[config.mk]
export PLATFORM = sky130hd
export DESIGN_NAME = pm_gate_ctrl
export DESIGN_NICKNAME = d
export VERILOG_FILES = /design/src/rtl/pmg_pkg.sv /design/src/rtl/pmg_use_cnt.sv /design/src/rtl/pmg_settle.sv /design/src/rtl/pmg_bank_pair.sv /design/src/rtl/pm_gate_ctrl.sv
export SDC_FILE = /design/constraint.sdc
export NUM_CORES = 1
export LEC_CHECK = 0
export ABC_AREA = 1
export BUFFER_PORTS_ARGS = -buffer_cell sky130_fd_sc_hd__buf_4
export CAP_MARGIN = 0
export CORE_MARGIN = 2
export CORE_UTILIZATION = 60
export CTS_CLUSTER_DIAMETER = 40
export CTS_CLUSTER_SIZE = 40
export DETAILED_ROUTE_END_ITERATION = 6
export PLACE_DENSITY = 0.88
export SETUP_SLACK_MARGIN = 0.3
export SYNTH_ARGS = -nofsm -noshare
export SYNTH_HDL_FRONTEND = slang
export SYNTH_SLANG_ARGS = --single-unit
[constraint.sdc]
create_clock -name clk -period 8.7 [get_ports clk]
set_input_delay 0.87 -clock clk [delete_from_list [all_inputs] [get_ports clk]]
set_output_delay 0.87 -clock clk [all_outputs]
set_load 0.05 [all_outputs]
[src/rtl/pmg_pkg.sv]
package pmg_pkg;
  localparam logic [1:0] MODE_B0  = 2'd0;  // bank 0 active
  localparam logic [1:0] MODE_B1  = 2'd1;  // bank 1 active
  localparam logic [1:0] MODE_ALT = 2'd2;  // alternate, flips like mode 0
  localparam logic [1:0] MODE_BAD = 2'd3;  // illegal

  typedef enum logic {
    REQ_UNIT = 1'b0,
    REQ_CLK  = 1'b1
  } req_kind_e;
endpackage

[src/rtl/pmg_use_cnt.sv]
module pmg_use_cnt #(
  parameter int N_UNITS = 20,
  parameter int CNT_W   = 8,
  parameter int IDX_W   = 5
) (
  input  logic             clk,
  input  logic             rst,
  input  logic [IDX_W-1:0] rd_idx,
  output logic [CNT_W-1:0] rd_cnt,
  input  logic             wr_en,
  input  logic [IDX_W-1:0] wr_idx,
  input  logic [CNT_W-1:0] wr_cnt
);
  localparam logic [IDX_W:0] NU = N_UNITS[IDX_W:0];

  logic [CNT_W-1:0] cnt_q [N_UNITS];

  for (genvar g = 0; g < N_UNITS; g++) begin : g_cnt
    always_ff @(posedge clk) begin
      if (rst) cnt_q[g] <= '0;
      else if (wr_en && wr_idx == IDX_W'(g)) cnt_q[g] <= wr_cnt;
    end
  end

  always_comb begin
    rd_cnt = '0;
    if ({1'b0, rd_idx} < NU) rd_cnt = cnt_q[rd_idx];
  end
endmodule

[src/rtl/pmg_settle.sv]
module pmg_settle #(
  parameter int SETTLE_CYC = 4000000
) (
  input  logic clk,
  input  logic rst,
  input  logic start,
  output logic busy
);
  localparam int SW = $clog2(SETTLE_CYC + 1);

  logic [SW-1:0] left_q;

  always_ff @(posedge clk) begin
    if (rst)                left_q <= '0;
    else if (start)         left_q <= SW'(SETTLE_CYC);
    else if (left_q != '0)  left_q <= left_q - SW'(1);
  end

  assign busy = (left_q != '0);
endmodule

[src/rtl/pmg_bank_pair.sv]
module pmg_bank_pair #(
  parameter int N_UNITS = 20,
  parameter int CLK_W   = 32
) (
  input  logic               clk,
  input  logic               rst,
  input  logic               wr_en,
  input  logic               wr_sel,
  input  logic [N_UNITS-1:0] wr_gate,
  input  logic [CLK_W-1:0]   wr_clk,
  output logic [N_UNITS-1:0] gate0,
  output logic [CLK_W-1:0]   clk0,
  output logic [N_UNITS-1:0] gate1,
  output logic [CLK_W-1:0]   clk1
);
  logic [N_UNITS-1:0] gate_q [2];
  logic [CLK_W-1:0]   clkw_q [2];

  for (genvar b = 0; b < 2; b++) begin : g_bank
    always_ff @(posedge clk) begin
      if (rst) begin
        gate_q[b] <= '0;
        clkw_q[b] <= '0;
      end else if (wr_en && wr_sel == 1'(b)) begin
        gate_q[b] <= wr_gate;
        clkw_q[b] <= wr_clk;
      end
    end
  end

  assign gate0 = gate_q[0];
  assign clk0  = clkw_q[0];
  assign gate1 = gate_q[1];
  assign clk1  = clkw_q[1];
endmodule

[src/rtl/pm_gate_ctrl.sv]
module pm_gate_ctrl
  import pmg_pkg::*;
#(
  parameter int N_UNITS    = 20,
  parameter int CNT_W      = 8,
  parameter int CLK_W      = 32,
  parameter int FIELD_W    = 8,
  parameter int SETTLE_CYC = 4000000,
  parameter int IDX_W      = $clog2(N_UNITS),
  parameter int POS_W      = $clog2(CLK_W)
) (
  input  logic               clk,
  input  logic               rst,
  input  logic               req_valid,
  input  logic               req_kind,
  input  logic [IDX_W-1:0]   unit_idx,
  input  logic               unit_on,
  input  logic [POS_W-1:0]   fld_pos,
  input  logic [FIELD_W-1:0] fld_val,
  input  logic               mode_ld,
  input  logic [1:0]         mode_ld_val,
  output logic [N_UNITS-1:0] bank0_gate,
  output logic [CLK_W-1:0]   bank0_clk,
  output logic [N_UNITS-1:0] bank1_gate,
  output logic [CLK_W-1:0]   bank1_clk,
  output logic [1:0]         cur_mode,
  output logic               busy,
  output logic               err
);
  localparam logic [IDX_W:0]   NU      = N_UNITS[IDX_W:0];
  localparam logic [CNT_W-1:0] CNT_MAX = {CNT_W{1'b1}};
  localparam logic [CLK_W-1:0] FMASK   = {{(CLK_W-FIELD_W){1'b0}}, {FIELD_W{1'b1}}};

  logic [1:0]         mode_q;
  logic [N_UNITS-1:0] live_gate_q;
  logic [CLK_W-1:0]   live_clk_q;
  logic               err_q;

  logic               accept, idx_ok, reject, flip, cnt_we;
  logic [IDX_W-1:0]   idx_s;
  logic [CNT_W-1:0]   cnt_cur, cnt_nxt;
  logic               want;
  logic [N_UNITS-1:0] gate_nxt;
  logic [CLK_W-1:0]   clk_nxt;
  logic               tgt_sel;
  req_kind_e          kind;

  pmg_use_cnt #(.N_UNITS(N_UNITS), .CNT_W(CNT_W), .IDX_W(IDX_W)) u_cnt (
    .clk(clk), .rst(rst),
    .rd_idx(unit_idx), .rd_cnt(cnt_cur),
    .wr_en(cnt_we), .wr_idx(unit_idx), .wr_cnt(cnt_nxt)
  );

  pmg_settle #(.SETTLE_CYC(SETTLE_CYC)) u_settle (
    .clk(clk), .rst(rst), .start(flip), .busy(busy)
  );

  pmg_bank_pair #(.N_UNITS(N_UNITS), .CLK_W(CLK_W)) u_banks (
    .clk(clk), .rst(rst),
    .wr_en(flip), .wr_sel(tgt_sel), .wr_gate(gate_nxt), .wr_clk(clk_nxt),
    .gate0(bank0_gate), .clk0(bank0_clk), .gate1(bank1_gate), .clk1(bank1_clk)
  );

  // Request decode: one request is resolved in the cycle it is accepted.
  always_comb begin
    kind     = req_kind_e'(req_kind);
    accept   = req_valid && !busy && !mode_ld;
    idx_ok   = ({1'b0, unit_idx} < NU);
    idx_s    = idx_ok ? unit_idx : '0;
    cnt_nxt  = unit_on ? cnt_cur + CNT_W'(1) : cnt_cur - CNT_W'(1);
    want     = (cnt_nxt != '0);
    gate_nxt = live_gate_q;
    clk_nxt  = live_clk_q;
    reject   = (mode_q == MODE_BAD);
    if (kind == REQ_UNIT) begin
      if (!idx_ok) reject = 1'b1;
      if (!unit_on && cnt_cur == '0) reject = 1'b1;
      if (unit_on && cnt_cur == CNT_MAX) reject = 1'b1;
      gate_nxt[idx_s] = want;
    end else begin
      clk_nxt = (live_clk_q & ~(FMASK << fld_pos)) |
                ({{(CLK_W-FIELD_W){1'b0}}, fld_val} << fld_pos);
    end
    cnt_we  = accept && !reject && (kind == REQ_UNIT);
    flip    = accept && !reject &&
              ((kind == REQ_CLK) || (live_gate_q[idx_s] != want));
    tgt_sel = (mode_q == MODE_B1) ? 1'b0 : 1'b1;
  end

  always_ff @(posedge clk) begin
    if (rst) begin
      mode_q      <= MODE_B0;
      live_gate_q <= '0;
      live_clk_q  <= '0;
      err_q       <= 1'b0;
    end else begin
      err_q <= accept && reject;
      if (mode_ld) begin
        mode_q <= mode_ld_val;
      end else if (flip) begin
        mode_q      <= tgt_sel ? MODE_B1 : MODE_B0;
        live_gate_q <= gate_nxt;
        live_clk_q  <= clk_nxt;
      end
    end
  end

  assign cur_mode = mode_q;
  assign err      = err_q;
endmodule

==> run_results.csv <==
group,metric,value,unit
run_status,status,"completed",
critical_path,worstReg2RegStart,"u_cnt.cnt_q[3][1]",
route,antenna_left,0,
layout,final_area,19000,um^2
sta,setup_viol,0,
route,first_iter_violations,1822,
cts,cts_tree,"yes",
critical_path,path_max_fanout,54,
critical_path,crit_slowest_cell,"nor2_1",
cts,cts_root_buf,"clkbuf_16",
critical_path,start_kind,"input pin",
hold_path,whs_endpoint,"live_clk_q[23]",
critical_path,max_stage_delay,610,ps
cts,post_cts_buffers,0,
global_routing,grtUsageTotal,29.8,%
pwr,intPower,0.00316,W
pwr,switchingPower,0.00142,W
layout,antennaDiodeCount,0,
sta,slew_headroom,10.8,%
floorplanning,die_y,169,um
sta,drv_slew,0,
cts,clkSinkCount,341,
floorplanning,die_w,169,um
synth,synthCells,1831,
global_routing,grt_max_degree,66,
synth,synth.net_count,1866,
cts,postCtsHoldBufs,0,
global_routing,overflow,0,
cts,numCtsBuffers,41,
placed_design,hpwl,29.0,mm
pwr,power_density,241,nW/um^2
hold_path,min_path_type,"register to register",
pwr,cellLeakagePower,7.92,nW
route,drt_pass1_iterations,6,
placed_design,io_buffers,133,
layout,final_nets,1972,
critical_path,reg2reg_depth,22,
sta,fmax,158,MHz
cts,clk_latency,540,ps
critical_path,path_common_cell,"nand2_1",
floorplanning,io_pins,134,
sta,clock_skew,31.0,ps
floorplanning,row_count,60,
global_routing,antenna_found_initial,0,
critical_path,r2r_setup_slack,3400,ps
sta,holdWs,453,ps
synth,avgSynthCellArea,8.96,um^2
critical_path,endpoint_kind,"register",
floorplanning,core_area,26900,um^2
cts,path_clk_slew,60,ps
cts,cts_buffer_depth,3,
pwr,clock_power_share,38.5,%
route,vias,13600,
sta,fin_setup_tns,0,ps
layout,area_growth_syn_to_layout,15.7,%
critical_path,cp_data_required_time,9050,ps
sta,period_needed,6340,ps
route,wl_per_cell,18.7,um
layout,drive_above_1_share,13.6,%
sta,worst_slew_pin_slew,1320,ps
critical_path,crit_type,"input pin to register",
route,via_per_inst,5.87,
critical_path,regToRegEndpoint,"u_banks.clkw_q[0][18]",
hold_path,min_from,"live_clk_q[23]",
critical_path,arrival,6690,ps
synth,syn_area,16400,um^2
synth,synth_cell_types,51,
job,maxCapViolCount,0,
global_routing,grt_pass1_vias,12900,
sta,timing.final.crit_share,72.8,%
synth,ys_ff_latch,341,
synth,synth_edf_count,264,
floorplanning,dieArea,28700,um^2
synth,ys_warn_count,0,
placed_design,dpl_cell_area,17500,um^2
synth,synthArstFlopShare,0,%
cts,cts_resized,0,
pwr,p_sw_share,31.0,%
sta,rsz0062_at_grt,"no",
synth,seq_area_frac_synth,57.7,%
route,drcViolationCount,0,
floorplanning,start_util,61.1,%
cts,htreeDepth,2,
hold_path,min_path_cells,2,
placed_design,routabilityCongestion,1.01,
pwr,ir_worst_vdd,0.179,mV
sta,finalHoldViolations,0,
critical_path,crit_chain,"buf_4 > nor2_1 > inv_1 > nor2_1 > inv_1 > o22ai_2 > ha_1 > nand3_1 > nand2_1 > nand2_1 > nand2_1 > nand2_1 > nand2_1 > nand3_1 > nor2_2 > nand2_2 > nand2_2 > nand3_4 > nand2_4 > inv_4 > nand3_4 > nor2_1",
route,routed_wl,43.2,mm
synth,yosys_most_used_dff,"edfxtp_1",
pwr,p_seq_share,42.3,%
global_routing,grt_pass1_wl,67.2,mm
pwr,p_comb_share,19.1,%
-- power by group through the flow --
stage / Clock, W / Combinational, W / Sequential, W
after floorplan: 0 / 0.000562 / 0.00205
after global placement: 0 / 0.000837 / 0.00197
after detailed placement: 0 / 0.000857 / 0.00197
after CTS: 0.00177 / 0.000867 / 0.00194
after global routing: 0.00183 / 0.000970 / 0.00195
final: 0.00177 / 0.000877 / 0.00194
-- per-layer routing --
layer | track usage (%) | routed length (um) | up-vias
li1 | - | - | 6281
met1 | 38.3 | 16200 | 6353
met2 | 50.5 | 21000 | 803
met3 | 5.15 | 4440 | 130
met4 | 11.9 | 1560 | 0
met5 | 0 | 0 | -
-- cells by family (layout without fill, tap and decap cells) --
| family | after synthesis | after routing | synth area share [%] |
|---|---|---|---|
| AO/OA/AOI/OAI | 254 | 254 | 8.99 |
| adder cells (fa/ha/maj) | 9 | 9 | 0.732 |
| AND/OR/NAND/NOR | 956 | 956 | 24.8 |
| buffers and inverters | 244 | 383 | 6.23 |
| XOR/XNOR | 19 | 19 | 1.01 |
| flip-flops | 341 | 341 | 57.7 |
| multiplexers | 8 | 8 | 0.488 |
-- cells in the mapped netlist, types with 18 or more instances --
cell / instances / area share, %
nand2_1: 377 / 8.6
a22oi_1: 48 / 2.2
nand3_4: 18 / 1.9
buf_2: 30 / 0.92
o21ai_0: 128 / 3.9
nor2_1: 459 / 11
clkbuf_1: 36 / 0.82
edfxtp_1: 264 / 48
a21oi_1: 35 / 1.1
nand3_1: 57 / 1.7
dfxtp_1: 77 / 9.4
inv_1: 151 / 3.5
-- layout make-up --
cell class | instances | area, um^2
well taps | 341 | 427
flip-flops and latches | 341 | 9470
fillers | 1895 | 7890
repair buffers | 146 | 1100
clock buffers | 49 | 1150
inverters | 161 | 611
clock inverters | 27 | 288
multi-input cells | 1246 | 5940
-- placed cells by master (no fill, tap or decap), types with 3 or more instances in the layout --
cell type / instances
o21ai_0: 126
nor3_1: 17
nor2_8: 4
inv_8: 4
buf_4: 146
o22ai_1: 11
clkbuf_16: 45
nor2_1: 457
inv_1: 151
a221oi_1: 4
xor2_1: 10
mux2i_1: 8
nand3_4: 18
nand3_1: 57
clkinv_4: 3
a22oi_1: 48
clkinv_2: 4
inv_2: 6
a21oi_1: 35
nand4_1: 3
clkbuf_1: 3
nand2_1: 377
o21ai_1: 12
dfxtp_1: 77
edfxtp_1: 264
clkinvlp_4: 6
xnor2_1: 9
nand2_2: 4
nor2_2: 5
ha_1: 8
inv_6: 5
-- sequential cells by signal (all words and copies together) (netlist names) --
signal	count
cur_mode	2
u_cnt.cnt_q	160
err	1
live_gate_q	20
u_settle.left_q	22
live_clk_q	32
u_banks.gate_q	40
u_banks.clkw_q	64
-- worst max-delay path by stage --
stage	from	end	cells past startpoint
floorplan	unit_idx[0]	u_banks.clkw_q[1][0]	26
global placement	unit_idx[2]	u_banks.clkw_q[1][5]	21
detailed placement	unit_idx[2]	u_banks.clkw_q[0][18]	22
CTS	unit_idx[2]	u_banks.clkw_q[0][18]	22
global route	unit_idx[2]	u_banks.clkw_q[0][17]	22
finish	unit_idx[2]	u_banks.clkw_q[0][18]	22
-- metrics by stage --
stage | setup slack (ps) | util [%] | std cells | total power (W)
CTS | 2520 | 70.6 | 2311 | 0.00458
global placement | 2250 | 65.3 | 2235 | 0.00280
global route | 1870 | 70.6 | 2311 | 0.00475
floorplan | 927 | - | 1831 | 0.00261
finish | 2360 | 70.6 | 2311 | 0.00458
detailed placement | 2010 | 65.3 | 2235 | 0.00283
-- worst max-delay path: cells and delay by family --
kind | cells | cell delay, ps
adders and majority gates | 1 | 290
buffers and inverters | 4 | 1220
and+or+nand+nor | 16 | 4010
AOI/OAI and AO/OA | 1 | 280
Power figures use the tool's default switching activity.
